File: src/rtl/spm_gate_pkg.sv
package spm_gate_pkg;
  typedef enum logic [1:0] {
    VERD_PERMIT = 2'b00,
    VERD_UNDEF  = 2'b01,
    VERD_TRAP   = 2'b10
  } verdict_e;

  localparam logic [5:0] TRAP_CLASS  = 6'h18;
  localparam int         NUM_LEVELS  = 3;
  localparam int         CODE_W      = 2;

  // Read needs any non-zero code; write needs full access.
  function automatic logic code_denies(input logic [CODE_W-1:0] code, input logic wr);
    return wr ? (code != 2'b11) : (code == 2'b00);
  endfunction
endpackage

File: src/rtl/spm_field_pick.sv
module spm_field_pick #(
  parameter int NUM_INST = 4,
  parameter int SEL_W    = (NUM_INST > 1) ? $clog2(NUM_INST) : 1
) (
  input  logic [2*NUM_INST-1:0] codes_vec,
  input  logic [SEL_W-1:0]      sel,
  output logic [1:0]            code
);
  logic [1:0] slot [NUM_INST];

  genvar g;
  generate
    for (g = 0; g < NUM_INST; g++) begin : g_slot
      assign slot[g] = codes_vec[2*g +: 2];
    end
    if (NUM_INST == (1 << SEL_W)) begin : g_full
      assign code = slot[sel];
    end else begin : g_partial
      assign code = (int'(sel) < NUM_INST) ? slot[sel] : 2'b00;
    end
  endgenerate
endmodule

File: src/rtl/spm_deny_eval.sv
module spm_deny_eval
  import spm_gate_pkg::*;
(
  input  logic [1:0] code,
  input  logic       is_write,
  input  logic       mon_en,
  input  logic       stage_on,
  output logic       code_deny,
  output logic       stage_hit
);
  always_comb begin
    code_deny = code_denies(code, is_write);
    stage_hit = stage_on && (!mon_en || code_deny);
  end
endmodule

File: src/rtl/spm_trap_chain.sv
module spm_trap_chain
  import spm_gate_pkg::*;
(
  input  logic [1:0] acc_lvl,
  input  logic       is_write,
  input  logic       feats_ok,
  input  logic       has_lvl3,
  input  logic       lvl2_en,
  input  logic       host_ctx,
  input  logic       host_route,
  input  logic       l1_mon_en,
  input  logic       l1_deny,
  input  logic       l2_hit,
  input  logic       l3_hit,
  input  logic       fg_present,
  input  logic       fg_l3_en,
  input  logic       fg_rd_ok,
  input  logic       fg_wr_ok,
  input  logic       l3_early,
  input  logic       l3_undef,
  output verdict_e   verdict,
  output logic [1:0] target_lvl
);
  logic below_l2;
  logic lvl1_hit;
  logic fg_bit_ok;
  logic fg_hit;
  logic route_l2;

  assign below_l2  = (acc_lvl == 2'd0) || (acc_lvl == 2'd1);
  assign lvl1_hit  = (acc_lvl == 2'd0) && (!l1_mon_en || (l1_deny && !host_ctx));
  assign fg_bit_ok = is_write ? fg_wr_ok : fg_rd_ok;
  assign fg_hit    = below_l2 && fg_present && lvl2_en
                     && !((acc_lvl == 2'd0) && host_ctx)
                     && ((has_lvl3 && !fg_l3_en) || !fg_bit_ok);
  assign route_l2  = lvl2_en && host_route;

  always_comb begin
    verdict    = VERD_PERMIT;
    target_lvl = 2'd0;
    if (!feats_ok) begin
      verdict = VERD_UNDEF;
    end else if (acc_lvl != 2'd3) begin
      if (l3_early && l3_hit) begin
        verdict = VERD_UNDEF;
      end else if (lvl1_hit) begin
        verdict    = VERD_TRAP;
        target_lvl = route_l2 ? 2'd2 : 2'd1;
      end else if (fg_hit || (below_l2 && l2_hit)) begin
        verdict    = VERD_TRAP;
        target_lvl = 2'd2;
      end else if (l3_hit) begin
        if (l3_undef) begin
          verdict = VERD_UNDEF;
        end else begin
          verdict    = VERD_TRAP;
          target_lvl = 2'd3;
        end
      end
    end
  end
endmodule

File: src/rtl/spm_ctl_access_gate.sv
module spm_ctl_access_gate
  import spm_gate_pkg::*;
#(
  parameter int NUM_INST = 4,
  parameter int SEL_W    = (NUM_INST > 1) ? $clog2(NUM_INST) : 1
) (
  input  logic [1:0]            acc_lvl,
  input  logic                  is_write,
  input  logic                  feat_mon,
  input  logic                  feat_64,
  input  logic                  has_lvl3,
  input  logic                  lvl2_en,
  input  logic                  host_ctx,
  input  logic                  host_route,
  input  logic                  l1_mon_en,
  input  logic                  l2_mon_en,
  input  logic                  l3_mon_en,
  input  logic                  fg_present,
  input  logic                  fg_l3_en,
  input  logic                  fg_rd_ok,
  input  logic                  fg_wr_ok,
  input  logic                  l3_early,
  input  logic                  l3_undef,
  input  logic [SEL_W-1:0]      inst_sel,
  input  logic [2*NUM_INST-1:0] l1_codes,
  input  logic [2*NUM_INST-1:0] l2_codes,
  input  logic [2*NUM_INST-1:0] l3_codes,
  output logic [1:0]            verdict,
  output logic [1:0]            target_lvl,
  output logic [5:0]            exc_class
);
  localparam int VEC_W = 2 * NUM_INST;

  logic [VEC_W-1:0] lvl_vec  [NUM_LEVELS];
  logic             lvl_men  [NUM_LEVELS];
  logic             lvl_on   [NUM_LEVELS];
  logic [1:0]       lvl_code [NUM_LEVELS];
  logic             lvl_deny [NUM_LEVELS];
  logic             lvl_hit  [NUM_LEVELS];
  verdict_e         chain_v;
  logic [1:0]       chain_t;

  assign lvl_vec[0] = l1_codes;
  assign lvl_vec[1] = l2_codes;
  assign lvl_vec[2] = l3_codes;
  assign lvl_men[0] = l1_mon_en;
  assign lvl_men[1] = l2_mon_en;
  assign lvl_men[2] = l3_mon_en;
  assign lvl_on[0]  = 1'b1;
  assign lvl_on[1]  = lvl2_en;
  assign lvl_on[2]  = has_lvl3;

  genvar lv;
  generate
    for (lv = 0; lv < NUM_LEVELS; lv++) begin : g_lvl
      spm_field_pick #(.NUM_INST(NUM_INST), .SEL_W(SEL_W)) u_pick (
        .codes_vec (lvl_vec[lv]),
        .sel       (inst_sel),
        .code      (lvl_code[lv])
      );
      spm_deny_eval u_deny (
        .code      (lvl_code[lv]),
        .is_write  (is_write),
        .mon_en    (lvl_men[lv]),
        .stage_on  (lvl_on[lv]),
        .code_deny (lvl_deny[lv]),
        .stage_hit (lvl_hit[lv])
      );
    end
  endgenerate

  spm_trap_chain u_chain (
    .acc_lvl    (acc_lvl),
    .is_write   (is_write),
    .feats_ok   (feat_mon && feat_64),
    .has_lvl3   (has_lvl3),
    .lvl2_en    (lvl2_en),
    .host_ctx   (host_ctx),
    .host_route (host_route),
    .l1_mon_en  (l1_mon_en),
    .l1_deny    (lvl_deny[0]),
    .l2_hit     (lvl_hit[1]),
    .l3_hit     (lvl_hit[2]),
    .fg_present (fg_present),
    .fg_l3_en   (fg_l3_en),
    .fg_rd_ok   (fg_rd_ok),
    .fg_wr_ok   (fg_wr_ok),
    .l3_early   (l3_early),
    .l3_undef   (l3_undef),
    .verdict    (chain_v),
    .target_lvl (chain_t)
  );

  assign verdict    = chain_v;
  assign target_lvl = chain_t;
  assign exc_class  = (chain_v == VERD_TRAP) ? TRAP_CLASS : 6'h00;

  always_comb begin
    a_r1_absent_undef: assert (feat_mon && feat_64 || verdict == 2'b01)
      else $error("R1: missing feature did not give undefined");
    a_r4_trap_above: assert (verdict != 2'b10 || target_lvl > acc_lvl)
      else $error("R4: trap target not above accessing level");
    a_r4_quiet_target: assert (verdict == 2'b10 || (target_lvl == 2'd0 && exc_class == 6'h00))
      else $error("R4: non-trap verdict carries a target or class");
    a_r10_top_permit: assert (!(feat_mon && feat_64 && acc_lvl == 2'd3) || verdict == 2'b00)
      else $error("R10: level 3 access not permitted");
    a_r7_target2_needs_l2: assert (!(verdict == 2'b10 && target_lvl == 2'd2) || lvl2_en)
      else $error("R7: trap to level 2 while level 2 disabled");
    a_r8_target3_needs_l3: assert (!(verdict == 2'b10 && target_lvl == 2'd3) || has_lvl3)
      else $error("R8: trap to level 3 while level 3 absent");
    a_r9_early_undef: assert (!(feat_mon && feat_64 && acc_lvl != 2'd3 && l3_early
                                && has_lvl3 && (!l3_mon_en || lvl_deny[2]))
                              || verdict == 2'b01)
      else $error("R9: early level-3 denial not undefined");
    a_r11_legal_verdict: assert (verdict != 2'b11)
      else $error("R11: reserved verdict encoding");
  end
endmodule

File: config.mk
export PLATFORM = sky130hd
export DESIGN_NAME = spm_ctl_access_gate
export DESIGN_NICKNAME = d
export VERILOG_FILES = /design/src/rtl/spm_gate_pkg.sv /design/src/rtl/spm_field_pick.sv /design/src/rtl/spm_deny_eval.sv /design/src/rtl/spm_trap_chain.sv /design/src/rtl/spm_ctl_access_gate.sv
export SDC_FILE = /design/constraint.sdc
export NUM_CORES = 1
export LEC_CHECK = 0
export BUFFER_PORTS_ARGS = -buffer_cell sky130_fd_sc_hd__buf_2
export CORE_UTILIZATION = 30
export DETAILED_ROUTE_END_ITERATION = 10
export PLACE_DENSITY = 0.74
export SLEW_MARGIN = 15
export SYNTH_ARGS = -nofsm -noshare
export SYNTH_HDL_FRONTEND = slang
export SYNTH_SLANG_ARGS = --single-unit
File: constraint.sdc
create_clock -name vclk -period 3.7
set_input_delay 0.74 -clock vclk [all_inputs]
set_output_delay 0.74 -clock vclk [all_outputs]
set_load 0.02 [all_outputs]
**Word level (Yosys, flattened, before mapping)**

Index checks and enable logic that the tools add are counted.

- Flip-flop bits (word level): 0
- Bits in latches: 0
- Memory bits (writable): 0
- Bits in read-only memories: 0
- Bits of input ports: 44
- Logic and storage cells: 68
- Memories: 0

- Add/subtract/negate cells: 0
- $mul: 0
- Div/mod/pow operators: 0
- $lt $le $gt $ge: 1
- Equality and inequality tests: 6
- Shifts and indexed selects: 0
- Muxes and demuxes: 29
- Bitwise gates (word level): 1
- Reduce and logical (&&, ||, !) cells: 31

Operators by type and width:

| cell | number |
|---|---|
| $mux 2 | 21 |
| $logic_and 1x1->1 | 14 |
| $bmux 2 s2 | 3 |
| $logic_not 2->1 | 4 |
| $ne 2x2->1 const B | 4 |
| $logic_not 1->1 | 7 |
| $logic_or 1x1->1 | 6 |
| $mux 5 | 1 |
| $mux 1 | 4 |
| $ge 3x3->1 const B | 1 |
| $not 2->3 | 1 |
| $eq 2x1->1 const B | 1 |
| $eq 2x2->1 const B | 1 |

**Depth between registers and ports, before layout**

- Depth in word-level cells: 17
- Mapped depth: 7

**By module**

Synthesis repeated with hierarchy kept, for this count alone.

- Cell total of the unflattened synthesis: 58
- Area, all modules: 534.3 um^2

By module, submodules not included:

| module | times used | cells each | area each (um^2) | seq. area each (um^2) |
|---|---|---|---|---|
| spm_trap_chain | 1 | 25 | 168.9 | 0.0 |
| spm_field_pick | 3 | 2 | 52.6 | 0.0 |
| spm_deny_eval | 3 | 6 | 47.5 | 0.0 |
| spm_ctl_access_gate | 1 | 9 | 65.1 | 0.0 |

**Worst setup path after synthesis**

Ideal clock, no wire load.

- Path type: input to output
- Start point: input inst_sel[0]
- End point: output exc_class[4]
- Data arrival time: 2.666 ns
- Slack: 0.294 ns
- Stages: 7
- Buffers on the path: 2
- Cell sequence: buf_6 mux4_2 maj3_2 a211o_1 nor3b_1 nor2_1 buf_4

- Longest elaborated chain between the ends: 17
- Elaborated cells on any way between the ends: 37
- Those cells by class: eq/ne: 4; mux: 19; bitwise: 1; reduce/logical: 13

RTL lines:

| element | line | source |
|---|---|---|
| from (decl) | spm_ctl_access_gate.sv:24 | `input logic [SEL_W-1:0] inst_sel,` |
| $not 2->3 (not written as such) * | spm_field_pick.sv:17 | `assign code = slot[sel];` |
| $bmux 2 s2 | spm_field_pick.sv:17 |  |
| $mux 2 (not written as such) (2 in series) | spm_field_pick.sv:17 |  |
| $ne 2x2->1 / $logic_not 2->1 (equally long branches) | spm_gate_pkg.sv:14 | `return wr ? (code != 2'b11) : (code == 2'b00);` |
| $mux 1 | spm_gate_pkg.sv:14 |  |
| $logic_or 1x1->1 | spm_deny_eval.sv:13 | `stage_hit = stage_on && (!mon_en \|\| code_deny);` |
| $logic_and 1x1->1 | spm_deny_eval.sv:13 |  |
| $logic_and 1x1->1 | spm_trap_chain.sv:49 | `end else if (fg_hit \|\| (below_l2 && l2_hit)) begin` |
| $logic_or 1x1->1 | spm_trap_chain.sv:49 |  |
| $mux 2 | spm_trap_chain.sv:49 |  |
| $mux 2 | spm_trap_chain.sv:46 | `end else if (lvl1_hit) begin` |
| $mux 2 * | spm_trap_chain.sv:44 | `if (l3_early && l3_hit) begin` |
| $mux 2 * | spm_trap_chain.sv:43 | `end else if (acc_lvl != 2'd3) begin` |
| $mux 2 * | spm_trap_chain.sv:41 | `if (!feats_ok) begin` |
| $eq 2x2->1 * | spm_ctl_access_gate.sv:96 | `assign exc_class = (chain_v == VERD_TRAP) ? TRAP_CLASS : 6'h00;` |
| $mux 5 * | spm_ctl_access_gate.sv:96 |  |
| to (decl) | spm_ctl_access_gate.sv:30 | `output logic [5:0] exc_class` |

Mark *: on every way between the ends. The rest lies on a longest branch, timed or not. The select of a mux whose other input is x is not followed.

**Worst setup path in the final report**

- Start point: input inst_sel[0]
- End point: output exc_class[3]

Same word-level chain as after synthesis.

==> metrics.md <==
| Metric | Value |
|---|---|
| Post-CTS Setup Inserts | `0` |
| Non-filler cells, final | `105` |
| WS Path Type | `primary input to output pin` |
| Post-synthesis mux area share | `0.3516` |
| Tot Pwr | `0.07461 mW` |
| Number of nets with antenna violations after routing | `0` |
| Drt drc | `0` |
| Setup crit start kind | `primary input` |
| Crit. End Element | `output pin` |
| Filler cell count | `133` |
| Clock buffers | `0` |
| DIE AREA | `1603 um^2` |
| Status | `completed` |
| Max-slew violations | `0` |
| Die H | `40.04 um` |
| Unrepaired setup endpoints after global routing | `no` |
| Total gr overflow | `0` |
| Max rail drop VDD | `0.04616 mV` |
| Number of max-cap violations | `0` |
| Top-level I/O count | `54` |
| Initial DRC Count | `13` |
| Syn_area_per_cell | `10.10 um^2` |
| Min Tclk post-route | `3.412 ns` |
| Number of global-route vias before repair | `447` |
| Die width | `40.04 um` |
| Most frequent CP cell | `buf_2` |
| Share of layout cells above drive strength 1 | `0.6889` |
| Vias | `528` |
| Gr usage total | `0.1412` |
| First-pass GRT wire length | `1642 um` |
| Fmax | `293.0 MHz` |
| Vias per cell | `5.029` |
| Yosys warns | `0` |
| Area Growth Syn to Fin | `53.31%` |
| Worst Hold Class | `primary input to output pin` |
| Inst Count DP | `105` |
| PD cells | `112.1 nW/um^2` |
| Initial antenna violation count | `0` |
| NumNets Final | `136` |
| Core Region | `1318 um^2` |
| Slowest CP cell | `mux4_2` |
| XOR/XNOR Fraction of Synth Area | `0` |
| Final GP Congestion | `0.7415` |
| Largest family of logic cells by synthesized area | `multiplexers` |
| Largest stage delay, worst path | `0.53 ns` |
| Count of cell types in the netlist | `28` |
| Pin count of the biggest net entering global routing | `7` |
| TritonRoute pass-1 iters | `3` |
| DP HPWL | `1029 um` |
| Syn Inst Count | `43` |
| Starting Density | `0.3295` |
| Final Cycle Share | `0.9223` |
| Final setup TNS | `0 ns` |
| Sequential cell count | `0` |
| Cts hold-fix bufs | `0` |
| Final setup vio count | `0` |
| IO buf count | `50` |
| Synthesized cell area | `434.2 um^2` |
| Post-synthesis compound-gate area fraction | `0.2824` |
| Drt wl/cell | `10.36 um` |
| Row cnt | `13` |
| Final Hold Viols | `0` |
| Simple-gate share of the synthesized area | `0.1671` |
| Register Area | `0 um^2` |
| CP Data Arrival Time | `2.67 ns` |
| Leakage | `0.3428 nW` |
| N_diodes | `0` |
| Buffers & Inverters on Critical Path | `2` |
| # resized after CTS | `0` |
| Synth Area in Adders | `0.05187` |
| Routed WL | `1088 um` |
| Req. time, crit path | `2.96 ns` |
| Crit-path max FO | `6` |
| Critical path's top delay family | `multiplexers` |
| Sequential cell area fraction in the yosys report | `0` |
| Crit-path cells | `buf_2 -> mux4_2 -> maj3_2 -> and2_2 -> o2111ai_1 -> nor2_1 -> buf_2` |
kinds of logic after synthesis:
logic type / Yosys count
compound gates: 12
fa+ha+maj: 2
buf+inv: 9
mux: 7
other cells: 1
simple gates: 12
stage by stage:
stage                     utilization  worst slack, ns  cell area [um^2]  hold slack, ns
after floorplan                     -           0.2942             445.4           1.618
after global placement         0.5052           0.3022             665.6           1.798
after global routing           0.5052           0.1188             665.6           1.830
final                          0.5052           0.2876             665.6           1.810
after detailed placement       0.5052           0.2746             665.6           1.813
after CTS                      0.5052           0.2626             665.6           1.813
placed cells by master, fill, tap and decap left out:
cell       count
nor2b_1        1
a311oi_4       1
o21ba_1        1
a311oi_2       1
a211oi_1       1
or3b_2         1
or2_2          1
o2111ai_1      2
mux4_1         2
nor2_1         2
mux4_2         4
nand4b_1       1
inv_1          3
buf_2         50
o21ai_0        1
maj3_2         2
nand2_1        3
or3b_1         1
conb_1         4
a211o_1        1
and2_2         1
o21a_1         1
mux2i_1        1
o211ai_1       1
a21oi_1        1
nor3b_1        1
a211oi_2       1
tightest hold or removal path, delay by kind of cell:
family	cells	cell delay [ns]
buf+inv	2	0.25
compound gates	1	0.08
final timing paths:
| kind | startpoint | endpoint | slack, ns | cells after the start |
|---|---|---|---|---|
| setup / recovery | inst_sel[0] | exc_class[3] | 0.29 | 7 |
| hold / removal | host_route | target_lvl[0] | 1.81 | 3 |
synth_stat cells, types with 2 or more instances:
cell,count,area (um^2)
buf_4,5,37.54
inv_1,3,11.26
maj3_2,2,22.52
mux4_1,2,52.55
mux4_2,4,90.09
nand2_1,3,11.26
nor2_1,2,7.510
o2111ai_1,2,17.52
routing by layer:
| metal | GRT usage | wire [um] | share of wire | vias up |
|---|---|---|---|---|
| li1 | - | - | - | 262 |
| met1 | 0.1655 | 400 | 0.37 | 230 |
| met2 | 0.2782 | 561 | 0.52 | 36 |
| met3 | 0.01111 | 126 | 0.12 | 0 |
| met4 | 0.01724 | 0 | 0 | 0 |
| met5 | 0 | 0 | 0 | - |
area by class of cell:
| cell class | count | area [um^2] | area share |
|---|---|---|---|
| multi-input cells | 37 | 385.4 | 0.5789 |
| repair buffers | 50 | 250.2 | 0.3759 |
| inverters | 3 | 11.26 | 0.01692 |
| well taps | 15 | 18.77 | 0.02820 |
where the power goes:
| part | switching (mW) | total (mW) | internal (mW) | leakage (nW) |
|---|---|---|---|---|
| Sequential | 0 | 0 | 0 | 0 |
| Clock | 0 | 0 | 0 | 0 |
| Combinational | 0.0340 | 0.0746 | 0.0406 | 0.343 |
| Total | 0.0340 | 0.0746 | 0.0406 | 0.343 |
Note: power is estimated with default switching activity, not from simulation.
